`src/rtl/pwm_slice_pkg.sv`:
```
package pwm_slice_pkg;

  typedef enum logic [1:0] {
    REG_CTRL = 2'd0,
    REG_TOP  = 2'd1,
    REG_CMP  = 2'd2,
    REG_CNT  = 2'd3
  } reg_sel_e;

  localparam int CTL_RUN   = 0;
  localparam int CTL_DUAL  = 1;
  localparam int CTL_INV_A = 2;
  localparam int CTL_INV_B = 3;
  localparam int CTL_ADV   = 4;
  localparam int CTL_RET   = 5;

  localparam int NUM_CH = 2;

endpackage

```
`src/rtl/pwm_timebase.sv`:
```
module pwm_timebase #(
  parameter int CNT_W = 16
) (
  input  logic             clk,
  input  logic             rst_n,
  input  logic             run,
  input  logic             dual,
  input  logic             tick,
  input  logic             adv_set,
  input  logic             ret_set,
  input  logic             top_wr,
  input  logic [CNT_W-1:0] top_data,
  input  logic             cnt_wr,
  input  logic [CNT_W-1:0] cnt_data,
  output logic [CNT_W-1:0] cnt_q,
  output logic [CNT_W-1:0] cnt_next,
  output logic             step_ev,
  output logic             wrap_ev,
  output logic             wrap_pulse,
  output logic             adv_busy,
  output logic             ret_busy
);

  localparam logic [CNT_W-1:0] TOP_RST = '1;
  localparam logic [CNT_W-1:0] ONE     = CNT_W'(1);

  // Returns {next count, descending flag, period boundary}.
  function automatic logic [CNT_W+1:0] count_step(
    input logic [CNT_W-1:0] c,
    input logic [CNT_W-1:0] t,
    input logic             down,
    input logic             tri_mode
  );
    logic [CNT_W+1:0] r;
    if (!tri_mode) begin
      if (c >= t) r = {{CNT_W{1'b0}}, 1'b0, 1'b1};
      else        r = {c + ONE, 1'b0, 1'b0};
    end else if (!down && (c < t)) begin
      r = {c + ONE, 1'b0, 1'b0};
    end else if (c <= ONE) begin
      r = {{CNT_W{1'b0}}, 1'b0, 1'b1};
    end else begin
      r = {c - ONE, 1'b1, 1'b0};
    end
    return r;
  endfunction

  logic             dir_q, adv_q, ret_q, wrap_q;
  logic [CNT_W-1:0] top_sh, top_act;
  logic             run_tick;
  logic [CNT_W+1:0] nx;

  assign run_tick = run & tick;
  assign step_ev  = ((run_tick & ~ret_q) | (adv_q & ~run_tick)) & ~cnt_wr;
  assign nx       = count_step(cnt_q, top_act, dir_q, dual);
  assign wrap_ev  = step_ev & nx[0];
  assign cnt_next = cnt_wr ? cnt_data : (step_ev ? nx[CNT_W+1:2] : cnt_q);

  always_ff @(posedge clk) begin
    if (!rst_n) begin
      cnt_q   <= '0;
      dir_q   <= 1'b0;
      adv_q   <= 1'b0;
      ret_q   <= 1'b0;
      wrap_q  <= 1'b0;
      top_sh  <= TOP_RST;
      top_act <= TOP_RST;
    end else begin
      cnt_q  <= cnt_next;
      wrap_q <= wrap_ev;
      if (step_ev) dir_q <= nx[1];
      adv_q <= (adv_q & run_tick) | adv_set;
      ret_q <= (ret_q & ~run_tick) | ret_set;
      if (top_wr) top_sh <= top_data;
      if (top_wr && !run) top_act <= top_data;
      else if (wrap_ev)   top_act <= top_sh;
    end
  end

  assign wrap_pulse = wrap_q;
  assign adv_busy   = adv_q;
  assign ret_busy   = ret_q;

  AST_WRAP_AT_ZERO: assert property (@(posedge clk) disable iff (!rst_n)
    wrap_q |-> (cnt_q == '0));
  AST_FROZEN_WHEN_IDLE: assert property (@(posedge clk) disable iff (!rst_n)
    (!step_ev && !cnt_wr) |=> $stable(cnt_q));
  AST_ADV_RETIRES: assert property (@(posedge clk) disable iff (!rst_n)
    (adv_q && !run_tick && !adv_set) |=> !adv_q);
  AST_RET_RETIRES: assert property (@(posedge clk) disable iff (!rst_n)
    (ret_q && run_tick && !ret_set) |=> !ret_q);
  AST_CEIL_SHADOWED: assert property (@(posedge clk) disable iff (!rst_n)
    (run && !wrap_ev) |=> $stable(top_act));

endmodule

```
`src/rtl/pwm_chan.sv`:
```
module pwm_chan #(
  parameter int CNT_W = 16
) (
  input  logic             clk,
  input  logic             rst_n,
  input  logic             run,
  input  logic             invert,
  input  logic             cmp_wr,
  input  logic [CNT_W-1:0] cmp_data,
  input  logic             step_ev,
  input  logic             wrap_ev,
  input  logic [CNT_W-1:0] cnt_next,
  input  logic [CNT_W-1:0] cnt_q,
  output logic             pin
);

  function automatic logic level_of(input logic [CNT_W-1:0] c, input logic [CNT_W-1:0] k);
    return c < k;
  endfunction

  logic [CNT_W-1:0] cmp_sh, cmp_act, cmp_eff;
  logic             raw_q;

  assign cmp_eff = wrap_ev ? cmp_sh : cmp_act;

  always_ff @(posedge clk) begin
    if (!rst_n) begin
      cmp_sh  <= '0;
      cmp_act <= '0;
      raw_q   <= 1'b0;
    end else begin
      if (cmp_wr) cmp_sh <= cmp_data;
      if (cmp_wr && !run) cmp_act <= cmp_data;
      else if (wrap_ev)   cmp_act <= cmp_sh;
      if (step_ev) raw_q <= level_of(cnt_next, cmp_eff);
    end
  end

  assign pin = raw_q ^ invert;

  AST_LEVEL_TRACKS: assert property (@(posedge clk) disable iff (!rst_n)
    (step_ev && !cmp_wr) |=> (raw_q == (cnt_q < cmp_act)));
  AST_CMP_SHADOWED: assert property (@(posedge clk) disable iff (!rst_n)
    (run && !wrap_ev) |=> $stable(cmp_act));
  AST_PIN_HOLDS: assert property (@(posedge clk) disable iff (!rst_n)
    (!step_ev && $stable(invert)) |=> $stable(raw_q));

endmodule

```
`src/rtl/pwm_slice.sv`:
```
module pwm_slice
  import pwm_slice_pkg::*;
#(
  parameter int CNT_W = 16
) (
  input  logic               clk,
  input  logic               rst_n,
  input  logic               wr_en,
  input  logic [1:0]         wr_sel,
  input  logic [2*CNT_W-1:0] wr_data,
  input  logic               tick,
  output logic               pin_a,
  output logic               pin_b,
  output logic               wrap_pulse,
  output logic [CNT_W-1:0]   count,
  output logic               adv_busy,
  output logic               ret_busy
);

  reg_sel_e           sel;
  logic               run_q, dual_q;
  logic [NUM_CH-1:0]  inv_q, pins;
  logic               ctrl_wr, top_wr, cmp_wr, cnt_wr;
  logic [CNT_W-1:0]   cnt_q, cnt_next;
  logic               step_ev, wrap_ev;

  assign sel     = reg_sel_e'(wr_sel);
  assign ctrl_wr = wr_en && (sel == REG_CTRL);
  assign top_wr  = wr_en && (sel == REG_TOP);
  assign cmp_wr  = wr_en && (sel == REG_CMP);
  assign cnt_wr  = wr_en && (sel == REG_CNT);

  always_ff @(posedge clk) begin
    if (!rst_n) begin
      run_q  <= 1'b0;
      dual_q <= 1'b0;
      inv_q  <= '0;
    end else if (ctrl_wr) begin
      run_q  <= wr_data[CTL_RUN];
      dual_q <= wr_data[CTL_DUAL];
      inv_q  <= {wr_data[CTL_INV_B], wr_data[CTL_INV_A]};
    end
  end

  pwm_timebase #(.CNT_W(CNT_W)) u_tb (
    .clk       (clk),
    .rst_n     (rst_n),
    .run       (run_q),
    .dual      (dual_q),
    .tick      (tick),
    .adv_set   (ctrl_wr && wr_data[CTL_ADV]),
    .ret_set   (ctrl_wr && wr_data[CTL_RET]),
    .top_wr    (top_wr),
    .top_data  (wr_data[CNT_W-1:0]),
    .cnt_wr    (cnt_wr),
    .cnt_data  (wr_data[CNT_W-1:0]),
    .cnt_q     (cnt_q),
    .cnt_next  (cnt_next),
    .step_ev   (step_ev),
    .wrap_ev   (wrap_ev),
    .wrap_pulse(wrap_pulse),
    .adv_busy  (adv_busy),
    .ret_busy  (ret_busy)
  );

  for (genvar i = 0; i < NUM_CH; i++) begin : g_ch
    pwm_chan #(.CNT_W(CNT_W)) u_ch (
      .clk     (clk),
      .rst_n   (rst_n),
      .run     (run_q),
      .invert  (inv_q[i]),
      .cmp_wr  (cmp_wr),
      .cmp_data(wr_data[i*CNT_W +: CNT_W]),
      .step_ev (step_ev),
      .wrap_ev (wrap_ev),
      .cnt_next(cnt_next),
      .cnt_q   (cnt_q),
      .pin     (pins[i])
    );
  end

  assign pin_a = pins[0];
  assign pin_b = pins[1];
  assign count = cnt_q;

  AST_COUNT_LOAD: assert property (@(posedge clk) disable iff (!rst_n)
    cnt_wr |=> (cnt_q == $past(wr_data[CNT_W-1:0])));

endmodule

```
`config.mk`:
```
export PLATFORM = sky130hd
export DESIGN_NAME = pwm_slice
export DESIGN_NICKNAME = d
export VERILOG_FILES = /design/src/rtl/pwm_slice_pkg.sv /design/src/rtl/pwm_timebase.sv /design/src/rtl/pwm_chan.sv /design/src/rtl/pwm_slice.sv
export SDC_FILE = /design/constraint.sdc
export NUM_CORES = 1
export LEC_CHECK = 0
export BUFFER_PORTS_ARGS = -buffer_cell sky130_fd_sc_hd__buf_2
export CORE_ASPECT_RATIO = 1.4
export CORE_MARGIN = 2
export CORE_UTILIZATION = 50
export DETAILED_ROUTE_END_ITERATION = 12
export GPL_ROUTABILITY_DRIVEN = 0
export PLACE_DENSITY_LB_ADDON = 0.1
export SYNTH_ARGS = -nofsm -noshare
export SYNTH_HDL_FRONTEND = slang
export SYNTH_SLANG_ARGS = --single-unit
```
`constraint.sdc`:
```
create_clock -name clk -period 5.25 [get_ports clk]
set_input_delay 1.3125 -clock clk [delete_from_list [all_inputs] [get_ports clk]]
set_output_delay 1.3125 -clock clk [all_outputs]
set_load 0.01 [all_outputs]
```
=== Word-level counts from Yosys, hierarchy flattened ===
Index checks and enable logic that the tools add are counted.

* $add $sub $neg: 2
* $lt $le $gt $ge: 5
* Equal/unequal tests: 3
* Muxes and demuxes: 12
* Bitwise operators: 15
* Reduce and logical (&&, ||, !) cells: 13

{| class="wikitable"
|+ Operators with widths
! operator !! number
|-
| $mux 16 || 8
|-
| $mux 18 || 4
|-
| $lt 16x16->1 || 3
|-
| $add 16x1->16 const B || 1
|-
| $ge 16x16->1 || 1
|-
| $le 16x1->1 const B || 1
|-
| $sub 16x1->16 const B || 1
|-
| $logic_and 1x1->1 || 9
|-
| $and 1x1->1 || 7
|-
| $eq 2x2->1 const B || 2
|-
| $not 1->1 || 3
|-
| $or 1x1->1 || 3
|-
| $eq 2x1->1 const B || 1
|-
| $logic_not 1->1 || 2
|-
| $logic_not 2->1 || 1
|-
| $reduce_bool 2->1 || 1
|-
| $xor 1x1->1 || 2
|}

* Register bits: 122
* Input port bits: 38
* Output and inout port bits: 21
* Word-level logic and storage cells: 66

=== Depth between registers and ports, before layout ===
Gate-level depths: netlist of run 1.

* Depth in word-level cells: 8
* Mapped depth: 19
* Mapped depth without buffers: 17

=== Hierarchy ===
From an unflattened synthesis of run 1, not the netlist that was laid out.

* Cells, all modules: 789
* Area, all modules: 6974.2 µm²

{| class="wikitable"
|+ Modules (own cells, without submodules)
! module !! instances !! cells each !! area each (µm²) !! seq. area each (µm²)
|-
| pwm_timebase || 1 || 438 || 3339.5 || 1041.0
|-
| pwm_chan at g_ch[1].u_ch || 1 || 163 || 1717.9 || 660.6
|-
| pwm_chan at g_ch[0].u_ch || 1 || 164 || 1704.1 || 660.6
|-
| pwm_slice || 1 || 24 || 212.7 || 80.1
|}

=== Worst setup path before layout of run 1 ===
Ideal clock, no wire load.

* Path type: input -> register
* From: in wr_sel[1]
* To: reg g_ch[1].u_ch.raw_q
* Library setup time: 0.060 ns
* Arrival: 4.041 ns
* Required time: 5.190 ns
* Setup slack: 1.149 ns
* Stages on the path: 15
* Buffers on the path: 3
* Path through: clkbuf_1 > and3_1 > clkbuf_1 > nor2_1 > nand3_2 > clkbuf_1 > mux2i_1 > ha_1 > a21o_1 > a21o_1 > a21oi_1 > nor2_1 > nor4_1 > o2111ai_1 > nand2_1

* Word-level cells in the longest chain between the ends: 7
* Elaborated cells between the ends (all ways): 9
* Classes of those cells: 1 x order compare; 1 x eq/ne; 3 x mux; 3 x bitwise; 1 x reduce/logical

{| class="wikitable"
|+ Ends and longest elaborated chain
! element !! RTL line !! source
|-
| start: declaration || pwm_slice.sv:9 || <nowiki>input logic [1:0] wr_sel,</nowiki>
|-
| $eq 2x2->1 * || pwm_slice.sv:31 || <nowiki>assign cnt_wr = wr_en && (sel == REG_CNT);</nowiki>
|-
| $logic_and 1x1->1 * || pwm_slice.sv:31 ||
|-
| $not 1->1 || pwm_timebase.sv:54 || <nowiki>assign step_ev = ((run_tick & ~ret_q) | (adv_q & ~run_tick)) & ~cnt_wr;</nowiki>
|-
| $and 1x1->1 || pwm_timebase.sv:54 ||
|-
| $mux 16 or $and 1x1->1 (tied branches) || pwm_timebase.sv:57, pwm_timebase.sv:56 ||
|-
| $mux 16 (on tied branches) || - ||
|-
| $lt 16x16->1 || pwm_chan.sv:18 || <nowiki>return c < k;</nowiki>
|-
| end signal: assignment || pwm_chan.sv:35 || <nowiki>if (step_ev) raw_q <= level_of(cnt_next, cmp_eff);</nowiki>
|-
| end: declaration || pwm_chan.sv:22 || <nowiki>logic raw_q;</nowiki>
|}

Every way passes the cells marked *; elsewhere a longest branch is shown, timed or not.
A chain may end at the register's enable or synchronous reset.

=== Final worst setup path of run 1 ===
* From: reg u_tb.cnt_q[13]
* To: reg g_ch[1].u_ch.raw_q

* Word-level cells in the longest chain between the ends: 7
* Elaborated cells between the ends (all ways): 15
* Classes of those cells: 2 x add/sub; 4 x order compare; 7 x mux; 1 x bitwise; 1 x reduce/logical

{| class="wikitable"
|+ Ends and longest elaborated chain
! element !! RTL line !! source
|-
| start: declaration || pwm_timebase.sv:15 || <nowiki>output logic [CNT_W-1:0] cnt_q,</nowiki>
|-
| start signal: assignment || pwm_timebase.sv:69 || <nowiki>cnt_q <= cnt_next;</nowiki>
|-
| $le 16x1->1 or $lt 16x16->1 (tied branches) || pwm_timebase.sv:40, pwm_timebase.sv:38 ||
|-
| $mux 18 or $logic_and 1x1->1 (tied branches) || pwm_timebase.sv:40, pwm_timebase.sv:38 ||
|-
| $mux 18 || pwm_timebase.sv:38 || <nowiki>end else if (!down && (c < t)) begin</nowiki>
|-
| $mux 18 * || pwm_timebase.sv:35 || <nowiki>if (!tri_mode) begin</nowiki>
|-
| $mux 16 * (2 in a row) || pwm_timebase.sv:57 || <nowiki>assign cnt_next = cnt_wr ? cnt_data : (step_ev ? nx[CNT_W+1:2] : cnt_q);</nowiki>
|-
| net cnt_next[11] || pwm_slice.sv:24 || <nowiki>logic [CNT_W-1:0] cnt_q, cnt_next;</nowiki>
|-
| $lt 16x16->1 * || pwm_chan.sv:18 ||
|}

Mark *: on every way through the listed nets, which the timed path passes. The rest lies on a longest branch.

==> results.json, run 1 <==
{
  "grt_pass1_vias": 6372,
  "period_minus_slack_ns": 5.01,
  "maxCapViolations": 0,
  "ctsHoldBuffers": 0,
  "cellLeakagePower_nw": 3.52,
  "critical_path_arrival_ns": 5.36,
  "die_area_sq_um": 14600,
  "htreeDepth": 4,
  "max-slew-margin-rel_pct": 23.4,
  "dr.pass1.iters": 5,
  "synth_edf_count": 0,
  "grt_pass1_wl_mm": 32.6,
  "die_w_um": 103,
  "setup_tns_ns": 0,
  "yosysWarnings": 0,
  "coreArea_sq_um": 13300,
  "grt_util_met2_pct": 49.5,
  "synth_area_sq_um": 6810,
  "drive_gt1_share_pct": 12.3,
  "hold_class": "reg -> reg",
  "rows": 50,
  "cts_setup_buffers": 0,
  "num_vias": 6671,
  "dp.cells": 1067,
  "grt_max_degree": 64,
  "layout_setup_ws_ns": 0.243,
  "drt_wl_total_mm": 20.6,
  "grt_util_all_layers_pct": 28.9,
  "die_y_um": 142,
  "diodes": 0,
  "num_io_pins": 59,
  "postCtsResizedCells": 0,
  "synth_cell_type_count": 60,
  "max-vdd-ir-drop_uv": 184,
  "worst-path-max-fanout": 26,
  "rsz0062_at_grt": "false",
  "setup_viol": 0,
  "n_fill_cell": 1273,
  "ant_nets": 0,
  "min_period_over_period_pct": 95.4,
  "grtUsageMet1_pct": 35.7,
  "max_freq_ghz": 0.200,
  "critPathKind": "reg -> reg",
  "ys_ff_latch": 122,
  "worstMarginPinSlew_ns": 1.15,
  "area_delta_synth_final_pct": 13.7,
  "yosysSeqAreaShare_pct": 35.8,
  "drv_slew": 0,
  "antenna_found_initial": 0,
  "drtIter0Drc": 424,
  "outcome": "finished, final reports clean",
  "p_per_area_nw_per_um2": 318,
  "cts_made_buffers": 17,
  "finClkSkew_ns": 0.0116,
  "end_kind": "flip-flop",
  "clockBufferDepth": 2,
  "cts_sinks": 122,
  "syn-num-nets": 961,
  "final_cells": 1095,
  "cp-start-kind": "flip-flop",
  "drcViolationCount": 0,
  "synth_area_per_cell_sq_um": 7.80,
  "required_ns": 5.60,
  "port_buffers": 58,
  "async_flop_share_pct": 0,
  "netlist_instances": 874,
  "clk_pin_slew_worst_paths_ns": 0.06,
  "place_hpwl_mm": 14.1,
  "grt-ovfl-total": 0,
  "grt_most_used_layer": "met2",
  "wl_per_cell_um": 18.8,
  "finalHoldViolCount": 0,
  "synth_top_flop_cell": "dfxtp_1",
  "place_ws_ns": 0.463,
  "clk_latency_ns": 0.41,
  "power.total_w": 0.00247,
  "gr-usage-met3_pct": 6.29,
  "nNetsFinal": 991,
  "start_util_pct": 51.1,
  "clockRootBuffer": "clkbuf_16",
  "whs_ns": 0.452,
  "final_cell_mix": "164 x nand2_1, 122 x dfxtp_1, 93 x a21oi_1, 62 x nor2_1, 58 x buf_2",
  "viasPerCell": 6.09,
  "cts_tree": "yes",
  "layout_commonest_cell": "nand2_1"
}
-- through the flow --
stage	cell area (sq um)	utilization [%]
CTS	7740	58.1
global placement	7190	54.0
global route	7740	58.1
finish	7740	58.1
floorplan	6810	-
detailed placement	7190	54.0
-- cell type report --
type / instances / area [sq um] / area share, %
Clock buffer: 20 / 457 / 5.90
Inverter: 20 / 75.1 / 0.969
Clock inverter: 8 / 98.8 / 1.28
Multi-Input combinational cell: 670 / 4040 / 52.2
Timing Repair Buffer: 73 / 403 / 5.20
Sequential cell: 122 / 2440 / 31.5
Tap cell: 182 / 228 / 2.94
-- registers in the layout, indices dropped and copies added (netlist names), 2 cells and up --
| name | count |
|---|---|
| g_ch.u_ch.cmp_act | 32 |
| g_ch.u_ch.cmp_sh | 32 |
| g_ch.u_ch.raw_q | 2 |
| inv_q | 2 |
| u_tb.cnt_q | 16 |
| u_tb.top_act | 16 |
| u_tb.top_sh | 16 |
-- cells in the mapped netlist, drive strengths merged (5+ instances only) --
library cell	number	area [sq um]
a211oi	6	45.0
a21o	9	67.6
a21oi	93	465
a22oi	5	37.5
a311oi	5	43.8
a31oi	22	138
a32oi	6	52.6
and3	8	50.1
buf	9	57.6
clkbuf	53	200
dfxtp	122	2440
ha	49	613
inv	20	75.1
mux2i	36	360
nand2	164	616
nand2b	5	31.3
nand3	32	165
nand4	12	75.1
nor2	63	244
nor2b	5	31.3
nor3	15	75.1
nor3b	6	45.0
nor4	10	68.8
o211ai	5	37.5
o21a	5	37.5
o21ai	49	245
o31ai	6	58.8
or3	8	50.1
-- report_power, final --
part           internal, W  switching [W]
Combinational     0.000125       0.000215
Sequential        0.000967      0.0000324
Clock             0.000710       0.000417
-- path summary, 6_finish.rpt --
path,start,end,slack (ns),cells after the start
setup / recovery,u_tb.cnt_q[13]$_SDFF_PN0_,g_ch[1].u_ch.raw_q$_SDFFE_PN0P_,0.24,15
hold / removal,g_ch[1].u_ch.cmp_sh[0]$_SDFFE_PN0P_,g_ch[1].u_ch.cmp_sh[0]$_SDFFE_PN0P_,0.45,2
setup reg to reg,u_tb.cnt_q[13]$_SDFF_PN0_,g_ch[1].u_ch.raw_q$_SDFFE_PN0P_,0.24,15
hold reg to reg,g_ch[1].u_ch.cmp_sh[0]$_SDFFE_PN0P_,g_ch[1].u_ch.cmp_sh[0]$_SDFFE_PN0P_,0.45,2
-- critical path, cell delays in order (launching register included) --
cell	delay, ns
dfxtp_1	0.57
ha_1	0.23
nand4_1	0.18
nor4_1	0.45
o21ai_0	0.27
and4b_1	0.58
o32a_1	0.46
or3_1	0.33
a31oi_1	0.38
ha_1	0.33
nand4_1	0.13
nor2_1	0.06
a21boi_0	0.13
nor4_1	0.49
o2111ai_1	0.24
nand2_1	0.10
-- kinds of logic after synthesis --
logic type | synth area share [%]
simple gates | 23.5
compound gates | 21.1
flops | 35.8
buf+inv | 4.88
fa+ha+maj | 9.00
mux | 5.29
xor+xnor | 0.386
-- routing by layer --
metal	vias up	wire length [um]
met3	38	1530
met2	292	10200
li1	3196	-
met5	-	0
met1	3145	8420
met4	0	466
No activity file was read; power rests on OpenSTA's default activity.
==> inputs of run 2 (changes only) <==
CTS_BUF_LIST = sky130_fd_sc_hd__clkbuf_8   (was not set)
clock period = 6 ns   (was 5.25 ns; I/O delays follow)
==> run 2 against run 1 <==
Die area did not move. Critical path depth grew 2. First-iteration DRC count fell by 9.2%. Utilization is 0.80 points lower. Global-route usage about the same. Clock power down 26%. Sequential share of layout area grew 0.44 points. Sequential power fell by 13%. Flip-flop and latch count is the same. Total power is 19% lower. Clock skew rose by 0.0043 ns. Largest cell class unchanged.
==> results.json, run 2 (synthesis gave the netlist of run 1 again) <==
{
  "multi_input_comb_area_sq_um": 4040,
  "reg.largest.list": "g_ch.u_ch.cmp_act (32), g_ch.u_ch.cmp_sh (32)",
  "clk_latency_ns": 0.44,
  "place_hpwl_mm": 14.4,
  "critical_path_arrival_ns": 5.14,
  "cp-start-kind": "flip-flop",
  "end_kind": "flip-flop",
  "viasPerCell": 5.95,
  "cts_setup_buffers": 0,
  "period_minus_slack_ns": 4.77,
  "max-slew-margin-rel_pct": 28.9,
  "grt_max_degree": 64,
  "nNetsFinal": 991,
  "critPathKind": "reg -> reg",
  "setup_viol": 0,
  "final_util_pct": 57.3,
  "required_ns": 6.37,
  "num_io_pins": 59,
  "p_per_area_nw_per_um2": 262,
  "rsz0062_at_grt": "false",
  "outcome": "finished, final reports clean",
  "regArea_sq_um": 2440,
  "drcViolationCount": 0,
  "grt_pass1_wl_mm": 32.8,
  "die_w_um": 103,
  "ctsHoldBuffers": 0,
  "coreArea_sq_um": 13300,
  "cts_made_buffers": 17,
  "grt-ovfl-total": 0,
  "cts_tree": "yes",
  "clockRootBuffer": "clkbuf_8",
  "hold_class": "reg -> reg",
  "finClkSkew_ns": 0.0160,
  "num_vias": 6531,
  "drive_gt1_share_pct": 12.6,
  "dr.pass1.iters": 5,
  "port_buffers": 58,
  "drt_wl_total_mm": 19.9,
  "setup_tns_ns": 0,
  "htreeDepth": 4,
  "n_fill_cell": 1276,
  "ant_nets": 0,
  "diodes": 0,
  "antenna_found_initial": 0,
  "worstMarginPinSlew_ns": 1.07,
  "grt_pass1_vias": 6575,
  "clk_pin_slew_worst_paths_ns": 0.08,
  "dpl_cell_area_sq_um": 7190,
  "min_period_over_period_pct": 79.6,
  "area_delta_synth_final_pct": 12.1,
  "clockBufferDepth": 2,
  "grt_util_all_layers_pct": 28.9,
  "layout_commonest_cell": "nand2_1",
  "finalHoldViolCount": 0,
  "cellLeakagePower_nw": 3.47,
  "wl_per_cell_um": 18.1,
  "rows": 50,
  "stdcell_area_sq_um": 7640,
  "worst-path-max-fanout": 15,
  "max_freq_ghz": 0.209,
  "drtIter0Drc": 385,
  "cts_sinks": 122,
  "die_y_um": 142,
  "final_cell_mix": "164 x nand2_1, 122 x dfxtp_1, 93 x a21oi_1, 62 x nor2_1, 58 x buf_2",
  "postCtsResizedCells": 0,
  "die_area_sq_um": 14600,
  "maxCapViolations": 0,
  "start_util_pct": 51.1,
  "power.total_w": 0.00200,
  "drv_slew": 0,
  "max-vdd-ir-drop_uv": 220
}
run 2: path summary, 6_finish.rpt:
| kind | from | depth (start not counted) | slack, ns | endpoint |
|---|---|---|---|---|
| worst min register to register | u_tb.top_sh[4]$_SDFFE_PN1P_ | 2 | 0.45 | u_tb.top_act[4]$_SDFFE_PN1P_ |
| worst max register to register | u_tb.cnt_q[7]$_SDFF_PN0_ | 17 | 1.23 | g_ch[1].u_ch.raw_q$_SDFFE_PN0P_ |
| worst min-delay path | u_tb.top_sh[4]$_SDFFE_PN1P_ | 2 | 0.45 | u_tb.top_act[4]$_SDFFE_PN1P_ |
| worst max-delay path | u_tb.cnt_q[7]$_SDFF_PN0_ | 17 | 1.23 | g_ch[1].u_ch.raw_q$_SDFFE_PN0P_ |
run 2: area by class of cell:
type,count,area share (%)
clock inverter,13,2.64
inverter,20,0.983
clock buffer,18,3.24
tap,182,2.98
timing repair buffer,73,5.27
sequential,122,32.0
multi-input combinational,670,52.9
run 2: critical path, cell delays in order (launching register included):
cell       delay, ns
dfxtp_1         0.61
ha_1            0.33
a21oi_1         0.14
o21ai_0         0.09
a2bb2oi_1       0.39
and4b_1         0.58
buf_4           0.31
nor3_1          0.07
o311ai_1        0.38
nand2_1         0.20
ha_1            0.35
a21o_1          0.16
a21o_1          0.17
a21oi_1         0.18
nor2_1          0.07
nor4_1          0.42
o2111ai_1       0.17
nand2_1         0.09
run 2: per-stage QoR:
| stage | setup slack (ns) | cells | hold slack (ns) |
|---|---|---|---|
| after CTS | 1.29 | 1098 | 0.458 |
| after floorplan | 1.71 | 874 | 0.432 |
| after global placement | 0.958 | 1067 | 0.442 |
| after detailed placement | 0.896 | 1067 | 0.448 |
| final | 1.23 | 1098 | 0.452 |
| after global routing | 0.939 | 1098 | 0.477 |
run 2: report_power, final:
group          leakage [nW]  switching (W)  internal (W)
registers             0.996      0.0000281      0.000845
logic                  2.25       0.000185      0.000108
clock network         0.226       0.000335      0.000500
total                  3.47       0.000549       0.00145
run 2: routing by layer:
layer	GRT usage, %	wire length, um	up-vias
li1	-	-	3193
met1	34.4	8050	3048
met2	48.8	9830	229
met3	4.52	1120	61
met4	16.0	892	0
met5	0	0	-
